## config.mk

```make
export PLATFORM = sky130hd
export DESIGN_NAME = sdram_burst_seq
export DESIGN_NICKNAME = d
export VERILOG_FILES = /design/src/rtl/sdram_burst_pkg.sv /design/src/rtl/sdram_burst_mode.sv /design/src/rtl/sdram_burst_addr.sv /design/src/rtl/sdram_burst_rdpipe.sv /design/src/rtl/sdram_burst_seq.sv
export SDC_FILE = /design/constraint.sdc
export NUM_CORES = 1
export LEC_CHECK = 0
export BUFFER_PORTS_ARGS = -buffer_cell sky130_fd_sc_hd__buf_2
export CAP_MARGIN = 10
export CORE_MARGIN = 8
export CORE_UTILIZATION = 52
export CTS_BUF_LIST = sky130_fd_sc_hd__clkbuf_8
export DETAILED_ROUTE_END_ITERATION = 8
export HOLD_SLACK_MARGIN = 0.1
export PLACE_DENSITY = 0.84
export SYNTH_ARGS = -nofsm -noshare
export SYNTH_HDL_FRONTEND = slang
export SYNTH_HIERARCHICAL = 1
export SYNTH_SLANG_ARGS = --single-unit
```

## constraint.sdc

```tcl
create_clock -name clk -period 2.1 [get_ports clk]
set_input_delay 0.21 -clock clk [delete_from_list [all_inputs] [get_ports clk]]
set_output_delay 0.21 -clock clk [all_outputs]
set_load 0.01 [all_outputs]
```

## src/rtl/sdram_burst_pkg.sv

```systemverilog
// Shared command encoding and mode settings for the burst column sequencer.
package sdram_burst_pkg;

    typedef enum logic [1:0] {
        OP_NONE  = 2'd0,
        OP_READ  = 2'd1,
        OP_WRITE = 2'd2,
        OP_TERM  = 2'd3
    } burst_op_e;

    localparam logic [2:0] LEN_CODE_FULL = 3'd7;
    localparam logic [2:0] LEN_CODE_MAX  = 3'd3;

    typedef struct packed {
        logic [2:0] len_code;
        logic       interleave;
        logic       cl3;
    } burst_mode_t;

endpackage

```

## src/rtl/sdram_burst_mode.sv

```systemverilog
// Mode register. Loads a new setting only when no beat is issued and no
// command starts in the same cycle, and only if the setting is legal.
// Any rejected write raises a one-cycle error pulse.
// Assumes: burst_busy is high in every cycle in which a beat is issued.
module sdram_burst_mode
    import sdram_burst_pkg::*;
(
    input  logic        clk,
    input  logic        rst_n,
    input  logic        wr_req,
    input  logic [2:0]  wr_len_code,
    input  logic        wr_interleave,
    input  logic        wr_cl3,
    input  logic        burst_busy,
    input  logic        cmd_starts,
    output burst_mode_t cfg,
    output logic        err
);

    logic legal;

    // Legality of the requested setting: fixed lengths always, full page only sequential.
    always_comb begin
        legal = (wr_len_code <= LEN_CODE_MAX) ||
                ((wr_len_code == LEN_CODE_FULL) && !wr_interleave);
    end

    // Mode storage and rejection pulse.
    always_ff @(posedge clk) begin
        if (!rst_n) begin
            cfg <= '{len_code: 3'd0, interleave: 1'b0, cl3: 1'b0};
            err <= 1'b0;
        end else begin
            err <= 1'b0;
            if (wr_req) begin
                if (burst_busy || cmd_starts || !legal) begin
                    err <= 1'b1;
                end else begin
                    cfg <= '{len_code: wr_len_code, interleave: wr_interleave, cl3: wr_cl3};
                end
            end
        end
    end

endmodule

```

## src/rtl/sdram_burst_addr.sv

```systemverilog
// Burst state and column generator. Latches the bank, start column,
// direction and the burst shape when a command starts. It then steps a
// beat index, one beat per cycle, until the length runs out, a terminate
// arrives, or a new command replaces the burst.
// Assumes: COL_W >= 3 so that an 8-beat burst fits in the column.
module sdram_burst_addr
    import sdram_burst_pkg::*;
#(
    parameter int COL_W  = 8,
    parameter int BANK_W = 2
) (
    input  logic              clk,
    input  logic              rst_n,
    input  logic              start,
    input  logic              stop,
    input  logic              start_read,
    input  logic [COL_W-1:0]  start_col,
    input  logic [BANK_W-1:0] start_bank,
    input  burst_mode_t       cfg,
    output logic              active,
    output logic              is_read,
    output logic [COL_W-1:0]  col,
    output logic [BANK_W-1:0] bank
);

    localparam int FIXED_BITS = 3;

    logic [COL_W-1:0] idx_q;
    logic [COL_W-1:0] base_col_q;
    logic [COL_W-1:0] mask_q;
    logic             inter_q;
    logic             full_q;
    logic [COL_W-1:0] mask_n;
    logic             last_beat;
    logic [COL_W-1:0] low_bits;

    // Wrap mask for the configured length: low bits set, all bits for full page.
    always_comb begin
        mask_n = '0;
        if (cfg.len_code == LEN_CODE_FULL) begin
            mask_n = '1;
        end else begin
            for (int k = 0; k < FIXED_BITS; k++) begin
                if (k < int'(cfg.len_code)) mask_n[k] = 1'b1;
            end
        end
    end

    // End of a fixed-length burst is reached when the index covers the whole mask.
    always_comb begin
        last_beat = !full_q && (idx_q == mask_q);
    end

    // Column order: add or XOR the beat index inside the aligned block.
    always_comb begin
        if (inter_q) low_bits = base_col_q ^ idx_q;
        else         low_bits = base_col_q + idx_q;
        col = (base_col_q & ~mask_q) | (low_bits & mask_q);
    end

    // Burst state: load on a command, stop on terminate or at the end, else advance.
    always_ff @(posedge clk) begin
        if (!rst_n) begin
            active     <= 1'b0;
            is_read    <= 1'b0;
            idx_q      <= '0;
            base_col_q <= '0;
            mask_q     <= '0;
            inter_q    <= 1'b0;
            full_q     <= 1'b0;
            bank       <= '0;
        end else if (start) begin
            active     <= 1'b1;
            is_read    <= start_read;
            idx_q      <= '0;
            base_col_q <= start_col;
            mask_q     <= mask_n;
            inter_q    <= cfg.interleave;
            full_q     <= (cfg.len_code == LEN_CODE_FULL);
            bank       <= start_bank;
        end else if (stop) begin
            active <= 1'b0;
        end else if (active) begin
            if (last_beat) active <= 1'b0;
            else           idx_q  <= idx_q + 1'b1;
        end
    end

endmodule

```

## src/rtl/sdram_burst_rdpipe.sv

```systemverilog
// Read-valid delay line. A read beat enters at a stage chosen by the
// latency, so that its valid comes out 1 or 2 cycles after the beat.
// Beats already in the line keep moving whatever happens to the burst.
// Assumes: the latency does not change while a beat sits in the first stage.
module sdram_burst_rdpipe (
    input  logic clk,
    input  logic rst_n,
    input  logic beat_read,
    input  logic cl3,
    output logic rd_valid
);

    logic stage_early;

    // Shift stages: latency 3 enters one stage earlier than latency 2.
    always_ff @(posedge clk) begin
        if (!rst_n) begin
            stage_early <= 1'b0;
            rd_valid    <= 1'b0;
        end else begin
            stage_early <= beat_read && cl3;
            rd_valid    <= stage_early || (beat_read && !cl3);
        end
    end

endmodule

```

## src/rtl/sdram_burst_seq.sv

```systemverilog
// Top of the burst column sequencer. It decodes the command, keeps the
// mode register, and drives the beat outputs and the read-valid line.
// Assumes: commands and mode writes are sampled on the rising clock edge,
// and at most one command is presented per cycle.
module sdram_burst_seq
    import sdram_burst_pkg::*;
#(
    parameter int COL_W  = 8,
    parameter int BANK_W = 2
) (
    input  logic              clk,
    input  logic              rst_n,
    input  logic              mode_wr,
    input  logic [2:0]        mode_len_code,
    input  logic              mode_interleave,
    input  logic              mode_cl3,
    input  logic [1:0]        cmd_op,
    input  logic [BANK_W-1:0] cmd_bank,
    input  logic [COL_W-1:0]  cmd_col,
    output logic              beat_valid,
    output logic [BANK_W-1:0] beat_bank,
    output logic [COL_W-1:0]  beat_col,
    output logic              wr_data_valid,
    output logic              rd_data_valid,
    output logic              mode_err
);

    burst_op_e   op;
    logic        cmd_start;
    logic        cmd_stop;
    logic        beat_is_read;
    burst_mode_t mode_cfg;

    // Command decode.
    always_comb begin
        op        = burst_op_e'(cmd_op);
        cmd_start = (op == OP_READ) || (op == OP_WRITE);
        cmd_stop  = (op == OP_TERM);
    end

    sdram_burst_mode u_mode (
        .clk          (clk),
        .rst_n        (rst_n),
        .wr_req       (mode_wr),
        .wr_len_code  (mode_len_code),
        .wr_interleave(mode_interleave),
        .wr_cl3       (mode_cl3),
        .burst_busy   (beat_valid),
        .cmd_starts   (cmd_start),
        .cfg          (mode_cfg),
        .err          (mode_err)
    );

    sdram_burst_addr #(.COL_W(COL_W), .BANK_W(BANK_W)) u_addr (
        .clk       (clk),
        .rst_n     (rst_n),
        .start     (cmd_start),
        .stop      (cmd_stop),
        .start_read(op == OP_READ),
        .start_col (cmd_col),
        .start_bank(cmd_bank),
        .cfg       (mode_cfg),
        .active    (beat_valid),
        .is_read   (beat_is_read),
        .col       (beat_col),
        .bank      (beat_bank)
    );

    sdram_burst_rdpipe u_rdpipe (
        .clk      (clk),
        .rst_n    (rst_n),
        .beat_read(beat_valid && beat_is_read),
        .cl3      (mode_cfg.cl3),
        .rd_valid (rd_data_valid)
    );

    // Write data accompanies each write beat with no added delay.
    always_comb begin
        wr_data_valid = beat_valid && !beat_is_read;
    end

endmodule

```

# Word-level counts from Yosys, hierarchy flattened
# Index checks and enable logic that the tools add are counted.
[word_totals] ff_bits=38 inputBits=20 out_inout_bits=14 word_cells=66
[op_classes] addsub=2 n_lt_le_gt_ge=4 n_eq_ne=6 n_mux=11 bitwise_logic=9 reduce_logical=20
[ops] op="8-bit bitwise AND" count=2
[ops] op="8-bit by 1-bit adder with 8-bit output (second input constant)" count=1
[ops] op="8-bit adder" count=1
[ops] op="8-bit == test" count=1
[ops] op="1-bit 2-to-1 mux" count=8
[ops] op="8-bit 2-to-1 mux" count=1
[ops] op="8-bit NOT" count=1
[ops] op="8-bit OR" count=1
[ops] op="8-bit bitwise XOR" count=1
[ops] op="3-bit == test (second input constant)" count=2
[ops] op="1-bit logical AND" count=6
[ops] op="1-bit by 3-bit less-than comparator with 1-bit output (first input constant)" count=2
[ops] op="1-bit logical NOT" count=5
[ops] op="1-bit logical OR" count=5
[ops] op="5-bit 2-to-1 mux" count=1
[ops] op="2-bit == test (second input constant)" count=2
[ops] op="1-bit NOT" count=4
[ops] op="2-bit AND reduction" count=2
[ops] op="3-bit by 2-bit less-or-equal comparator with 1-bit output (second input constant)" count=1
[ops] op="2-bit by 3-bit less-than comparator with 1-bit output (first input constant)" count=1
[ops] op="3-bit 2-to-1 mux" count=1
[ops] op="3-bit AND reduction" count=1
[ops] op="2-bit by 1-bit == test with 1-bit output (second input constant)" count=1
[ops] op="2-bit OR reduction" count=1

# Depth between registers and ports, before layout
# Gate-level depths: netlist of run 1.
[depth] depth_word=7 depth_mapped=8 mapped_depth_nobuf=8

# Modules after synthesis
# The synthesis of run 1 kept the hierarchy.
[modules_own_cells] mod="sdram_burst_addr" instances=1 cells_per_inst=167 area_per_inst_um2=1456.4 seq_area_each_um2=500.5
[modules_own_cells] mod="sdram_burst_mode" instances=1 cells_per_inst=27 area_per_inst_um2=271.5 seq_area_each_um2=120.1
[modules_own_cells] mod="sdram_burst_rdpipe" instances=1 cells_per_inst=5 area_per_inst_um2=61.3 seq_area_each_um2=40.0
[modules_own_cells] mod="sdram_burst_seq" instances=1 cells_per_inst=6 area_per_inst_um2=48.8 seq_area_each_um2=0.0

# Worst setup path after synthesis of run 1
# OpenSTA, ideal clock, no wires.
[synth_path] path_type="register to output" from="register u_addr.idx_q[0]" to="output beat_col[6]" t_arrival_ns=1.821 t_required_ns=1.890 setup_slack_ns=0.069 path_stages_with_launch=9 path_buffers=0 cell_sequence="dfxtp_1 ha_1 inv_1 fa_1 nor2b_1 o21ai_1 a211oi_1 o21ai_0 a31o_2"
[synth_between] elab_chain_cells=4
[synth_lines] item="start: declaration" line="sdram_burst_addr.sv:28" source="logic [COL_W-1:0] idx_q;"
[synth_lines] item="start signal: assignment" line="sdram_burst_addr.sv:85" source="else idx_q <= idx_q + 1'b1;"
[synth_lines] item="8-bit adder" line="sdram_burst_addr.sv:57" source="else low_bits = base_col_q + idx_q;"
[synth_lines] item="8-bit 2-to-1 mux" line="sdram_burst_addr.sv:56" source="if (inter_q) low_bits = base_col_q ^ idx_q;"
[synth_lines] item="8-bit bitwise AND" line="sdram_burst_addr.sv:58" source="col = (base_col_q & ~mask_q) | (low_bits & mask_q);"
[synth_lines] item="8-bit OR" line="sdram_burst_addr.sv:58"
[synth_lines] item="end: declaration" line="sdram_burst_seq.sv:22" source="output logic [COL_W-1:0] beat_col,"
# No other way between the ends.

# Worst setup path in the final report of run 1
# Same ends and word-level chain as after synthesis.

==> results.json, run 1 <==
{
  "status": "finished, violations left",
  "violations": "negative setup slack",
  "p_leak_nw": 1.007,
  "finalSetupViolCount": 4,
  "maxSlewHeadroom": 0.7458,
  "grtUsageTotal": 0.1728,
  "grt_pass1_vias": 1661,
  "antenna_found_initial": 0,
  "seq_area_frac_synth": 0.3594,
  "die_x_microns": 75.45,
  "min_path_cells": 3,
  "tns_ps": -502.4,
  "ys_warn_count": 6,
  "clock_skew_ps": 6.245,
  "cp.required_ps": 1890,
  "yosysUniqueCellTypes": 45,
  "synth_seq_cells": 33,
  "fin_cells": 297,
  "rr_endpoint": "u_addr/idx_q[1]",
  "dp_slack_ps": -45.70,
  "via_per_inst": 5.391,
  "overflow": 0,
  "clock_latency_ps": 280,
  "synthTopCellsByArea": "dfxtp_1, mux2i_1, ha_1, nor2b_1, xnor2_1",
  "cts_tree": "built",
  "drtIter0Drc": 99,
  "syn_to_final_growth_pct": 26.68,
  "dr.pass1.iters": 4,
  "yosysTopAreaCellShare": 0.3594,
  "r2r_cells": 5,
  "period_minus_slack_ps": 2293,
  "end_kind": "output port",
  "synth-edff-count": 0,
  "hold_class": "primary input to register",
  "layout_common_cells": "buf_2, dfxtp_1, nor2_1",
  "syn-instance-count": 205,
  "dp_cells": 288,
  "fin_ws_ps": -193.2,
  "synth_flop_cell": "dfxtp_1",
  "globalplace.congestion": 0.8779,
  "hold_violations": 0,
  "synthMuxAreaShare": 0.09871,
  "ios": 34,
  "start_util": 0.5465,
  "syn_area_sq_mm": 0.001838,
  "numCtsBuffers": 5,
  "max_cap_violations": 0,
  "die_y_microns": 75.45,
  "cp-endpoint": "beat_col[6]",
  "htreeDepth": 2,
  "core_sq_mm": 0.003363,
  "yosys.area.top_type": "dfxtp_1",
  "ir_drop_v": 0.0006151,
  "grt_pass1_wl_microns": 7562,
  "nNetsFinal": 281,
  "via_count": 1601,
  "synth_top_family_by_area": "simple AND/OR/NAND/NOR gates",
  "synth-compound-area-share": 0.1416,
  "grt_start_max_net_pins": 31,
  "worst_setup_path_start_kind": "register",
  "num_rows": 21,
  "yosys.area_share.simple": 0.2246,
  "yosys.area_share.adder": 0.07897,
  "cts_sinks": 33,
  "finalMaxSlewViolations": 0,
  "clockRootBuffer": "clkbuf_8",
  "syn-num-nets": 236,
  "r2r_slack_ps": 550,
  "wl_per_cell_microns": 14.67,
  "worstSetupPathType": "register to output port",
  "fin_crit_sh": 1.092,
  "dpl.hpwl_microns": 3205,
  "totalWireLength_microns": 4357,
  "antenna_cells": 0,
  "max_freq_mhz": 436.1,
  "synthArstFlopShare": 0,
  "critical_path.max_fanout": 2,
  "drc_errors": 0,
  "synth-xor-area-share": 0.05718,
  "final_common_cell": "buf_2",
  "die_area_sq_mm": 0.005693,
  "r2r-start": "u_addr/mask_q[6]",
  "max-clock-path-buffers": 2,
  "worstPathArrival_ps": 2080,
  "syn_area_per_cell_sq_um": 8.966,
  "ant_nets": 0,
  "io_buffers": 33,
  "clk_pin_slew_ps": 70,
  "crit_path_start": "u_addr/idx_q[0]",
  "power_density_mw_per_mm2": 658.6,
  "tightest_slew_ps": 380.7,
  "layout-drive-gt1-share": 0.3108,
  "rsz0062_at_grt": "yes"
}
==> logic make-up after synthesis <==
kind of cell | count (synthesis)
mux | 18
xor+xnor | 12
buf+inv | 17
simple gates | 75
compound gates | 39
flops | 33
fa+ha+maj | 11
==> critical path: stages, from the launching register on <==
cell and delay (ps):
dfxtp_2 350, ha_4 140, inv_2 30, fa_2 350, nor2b_2 150, o21ai_2 80, a211oi_2 250, o21ai_1 100
a31o_2 240, buf_6 120
==> through the flow <==
step           cell area [sq um]  power [mW]    util  hold WS [ps]
3_5_place_dp                2108      0.9270  0.6269         439.7
2_1_floorplan               1838      0.8433       -         327.5
6_report                    2328       1.533  0.6923         155.1
4_1_cts                     2322       1.546  0.6905         154.4
3_3_place_gp                2108      0.9190  0.6269         425.0
5_1_grt                     2328       1.603  0.6923         157.8
==> cell type report <==
class	count	area (sq um)
multi-input cells	155	1192
fillers	288	1035
flip-flops and latches	33	663.1
repair buffers	45	261.5
clock buffers	6	82.58
well taps	46	57.56
inverters	10	37.54
clock inverters	2	33.78
==> state kept, by name, summed over array words and instances, names as in the netlist <==
name                  cells
u_addr/idx_q              8
u_rdpipe/rd_valid         1
u_rdpipe/stage_early      1
u_addr/inter_q            1
u_addr/is_read            1
u_addr/mask_q             4
u_addr/bank               2
u_mode/err                1
u_addr/active             1
u_addr/base_col_q         8
u_mode/cfg                5
==> how the worst min path moves through the flow <==
stage	start	endpoint	slack, ps
floorplan	rst_n	u_rdpipe/rd_valid	330
global placement	u_rdpipe/stage_early	u_rdpipe/rd_valid	430
detailed placement	u_rdpipe/stage_early	u_rdpipe/rd_valid	440
CTS	mode_wr	u_mode/err	150
global route	mode_wr	u_mode/err	160
finish	mode_wr	u_mode/err	160
==> what timing repair did <==
item                       in CTS  in global routing
setup endpoints to repair       4                  5
setup buffers                   1                  0
gates resized for setup        16                  2
hold endpoints to repair        0                  0
pin swaps                      11                  5
hold buffers                    0                  0
==> routing by layer <==
layer	wire length, microns	GRT usage
met1	1871	0.2020
met2	2194	0.2915
met3	209	0.04868
met4	81	0.06610
met5	0	0
==> where the power goes <==
group          switching [mW]  internal [mW]
combinational           0.123          0.120
sequential             0.0287          0.656
clock                   0.225          0.382
total                   0.376           1.16
==> cell usage after synthesis (all sizes together), types with 4 or more instances <==
| cell | n |
|---|---|
| a211oi | 4 |
| a21oi | 11 |
| clkbuf | 5 |
| dfxtp | 33 |
| ha | 10 |
| inv | 10 |
| mux2i | 17 |
| nand2 | 16 |
| nand3 | 6 |
| nand3b | 4 |
| nor2 | 18 |
| nor2b | 15 |
| o21ai | 11 |
| xnor2 | 8 |
| xor2 | 4 |
No activity file was read; power rests on OpenSTA's default activity.
==> run 2, diff against run 1 <==
--- a/config.mk
+++ b/config.mk
@@ -8,12 +8,11 @@
 export BUFFER_PORTS_ARGS = -buffer_cell sky130_fd_sc_hd__buf_2
 export CAP_MARGIN = 10
 export CORE_MARGIN = 8
-export CORE_UTILIZATION = 52
+export CORE_UTILIZATION = 40
 export CTS_BUF_LIST = sky130_fd_sc_hd__clkbuf_8
 export DETAILED_ROUTE_END_ITERATION = 8
 export HOLD_SLACK_MARGIN = 0.1
-export PLACE_DENSITY = 0.84
+export PLACE_DENSITY = 0.69
 export SYNTH_ARGS = -nofsm -noshare
 export SYNTH_HDL_FRONTEND = slang
-export SYNTH_HIERARCHICAL = 1
 export SYNTH_SLANG_ARGS = --single-unit
==> results.json, run 2 <==
{
  "min_path_cells": 3,
  "max_cap_violations": 0,
  "cp_slowest_cell": "fa_2",
  "ir_drop_v": 0.0004141,
  "final_cell_area_sq_mm": 0.002384,
  "r2r-start": "u_addr.idx_q[5]",
  "synth.most_common_cell": "dfxtp_1",
  "drtIter0Drc": 73,
  "totalWireLength_microns": 4178,
  "tightest_slew_ps": 415.0,
  "top_regs": "u_addr.base_col_q (8), u_addr.idx_q (8), u_mode.cfg (5)",
  "globalplace.congestion": 0.8221,
  "crit_path_max_incr_delay_ps": 370,
  "fin_crit_sh": 1.077,
  "wl_per_cell_microns": 14.02,
  "cts_tree": "built",
  "final_common_cell": "buf_2",
  "violations": "negative setup slack",
  "synth_common_cells": "dfxtp_1, nor2b_1, mux2i_1",
  "via_count": 1517,
  "max_freq_mhz": 442.2,
  "tns_ps": -302.8,
  "clockRootBuffer": "clkbuf_8",
  "min_to": "u_mode.err",
  "r2r_slack_ps": 540,
  "synthArstFlopShare": 0,
  "worst_setup_path_start_kind": "register",
  "syn-instance-count": 201,
  "critical_path.max_fanout": 2,
  "syn_to_final_growth_pct": 31.38,
  "yosys.area.top_type": "dfxtp_1",
  "grt_pass1_wl_microns": 6637,
  "yosysTopAreaCellShare": 0.3641,
  "seq_area_frac_synth": 0.3641,
  "htreeDepth": 2,
  "hp-start": "mode_wr",
  "start_util": 0.4167,
  "clock_skew_ps": 8.234,
  "synth_flop_cell": "dfxtp_1",
  "core_sq_mm": 0.004354,
  "wl_met3_microns": 177,
  "rr_endpoint": "u_addr.idx_q[1]",
  "cts_sinks": 33,
  "finalMaxSlewViolations": 0,
  "yosysUniqueCellTypes": 41,
  "rsz0062_at_grt": "yes",
  "dpl.hpwl_microns": 2842,
  "worstPathArrival_ps": 2050,
  "hold_class": "primary input to register",
  "end_kind": "output port",
  "ios": 34,
  "layout-drive-gt1-share": 0.3618,
  "grtUsageTotal": 0.1125,
  "die_area_sq_mm": 0.006946,
  "ys_warn_count": 0,
  "cp.required_ps": 1890,
  "nNetsFinal": 276,
  "hold_violations": 0,
  "synthTopCellsByArea": "dfxtp_1, mux2i_1, ha_1, nor2b_1, nor2_1",
  "syn_area_sq_mm": 0.001814,
  "r2r_cells": 6,
  "grt_pass1_vias": 1486,
  "finalSetupViolCount": 2,
  "antenna_cells": 0,
  "die_y_microns": 83.35,
  "syn-num-nets": 232,
  "worstSetupPathType": "register to output port",
  "cts_hold_buf": 0,
  "antenna_found_initial": 0,
  "io_buffers": 33,
  "die_x_microns": 83.35,
  "period_minus_slack_ps": 2262,
  "drc_errors": 0,
  "placedInstanceArea_sq_mm": 0.002054,
  "overflow": 0,
  "clk_pin_slew_ps": 80,
  "ant_nets": 0,
  "met2_length_microns": 1864,
  "synth_seq_cells": 33,
  "num_rows": 24,
  "maxSlewHeadroom": 0.7234,
  "max-clock-path-buffers": 2,
  "p_leak_nw": 0.9943,
  "numCtsBuffers": 5,
  "top_layer": "met4",
  "synth-edff-count": 0,
  "status": "finished, violations left",
  "grt_start_max_net_pins": 27,
  "layout_common_cells": "buf_2, dfxtp_1, nor2b_1",
  "syn_area_per_cell_sq_um": 9.026,
  "power_density_mw_per_mm2": 653.6,
  "crit_chain": "ha_4, inv_2, fa_2, nor2b_2, o21ai_2, buf_4, a21oi_4, xnor2_1, a21oi_1, buf_2",
  "drt-met1-wl_microns": 2098,
  "clock_latency_ps": 280,
  "fin_ws_ps": -161.5,
  "dr.pass1.iters": 4,
  "via_per_inst": 5.091
}
## run 2: cell type report
class | instances | area, sq um
Fill cell | 381 | 1971
Multi-Input combinational cell | 151 | 1226
Sequential cell | 33 | 680.7
Timing Repair Buffer | 44 | 254.0
Clock buffer | 6 | 82.58
Tap cell | 52 | 65.06
Clock inverter | 2 | 37.54
Inverter | 10 | 37.54
## run 2: report_power, final
part / internal [mW] / total [mW] / switching [mW]
Combinational: 0.122 / 0.242 / 0.121
Sequential: 0.655 / 0.686 / 0.0318
Clock: 0.386 / 0.629 / 0.243
## run 2: timing repair
item | in CTS | in global routing
gates resized for setup | 20 | 19
endpoints found under the setup margin | 4 | 4
pin swaps | 11 | 12
buffers inserted | 0 | 4
## run 2: kinds of logic (layout without fill, tap and decap cells)
kind of cell	after synthesis	after routing	share of synthesized area
AND/OR/NAND/NOR	71	71	0.2097
adder cells (fa/ha/maj)	11	11	0.08000
multiplexers	19	19	0.1055
buffers and inverters	17	62	0.04413
XOR/XNOR	12	12	0.05793
flip-flops	33	33	0.3641
AO/OA/AOI/OAI	38	38	0.1386
## run 2: layer usage
| metal | up-vias | track usage |
|---|---|---|
| li1 | 780 | - |
| met1 | 703 | 0.1469 |
| met2 | 30 | 0.1662 |
| met3 | 4 | 0.03516 |
| met4 | 0 | 0.04473 |
| met5 | - | 0 |
## run 2: how the worst max path moves through the flow
| stage | depth (start not counted) | slack [ps] | from | endpoint |
|---|---|---|---|---|
| after floorplan | 8 | 60 | u_addr.idx_q[0] | beat_col[6] |
| after global placement | 9 | 0.7 | u_addr.base_col_q[0] | beat_col[6] |
| after detailed placement | 9 | -70 | u_addr.base_col_q[0] | beat_col[6] |
| after CTS | 9 | -150 | u_addr.idx_q[0] | beat_col[6] |
| after global routing | 10 | -240 | u_addr.base_col_q[0] | beat_col[4] |
| final | 10 | -160 | u_addr.idx_q[0] | beat_col[4] |
## run 2: critical path: cells and delay by family, from the launching register on
kind / cells / cell delay [ps]
adders and majority gates: 2 / 510
DFF: 1 / 360
buffers and inverters: 3 / 330
AOI/OAI and AO/OA: 3 / 290
xor gates and xnor gates: 1 / 150
and+or+nand+nor: 1 / 130
## run 2: stage by stage
| stage | hold WS, ps | utilization | std cells | power, mW | setup slack, ps |
|---|---|---|---|---|---|
| after floorplan | 323.8 | - | 201 | 0.8460 | 55.07 |
| after global placement | 436.9 | 0.4718 | 286 | 0.9140 | 0.6966 |
| after detailed placement | 432.0 | 0.4718 | 286 | 0.9176 | -72.28 |
| after CTS | 140.0 | 0.5233 | 294 | 1.548 | -151.4 |
| after global routing | 142.3 | 0.5474 | 298 | 1.620 | -244.5 |
| final | 139.0 | 0.5474 | 298 | 1.558 | -161.5 |
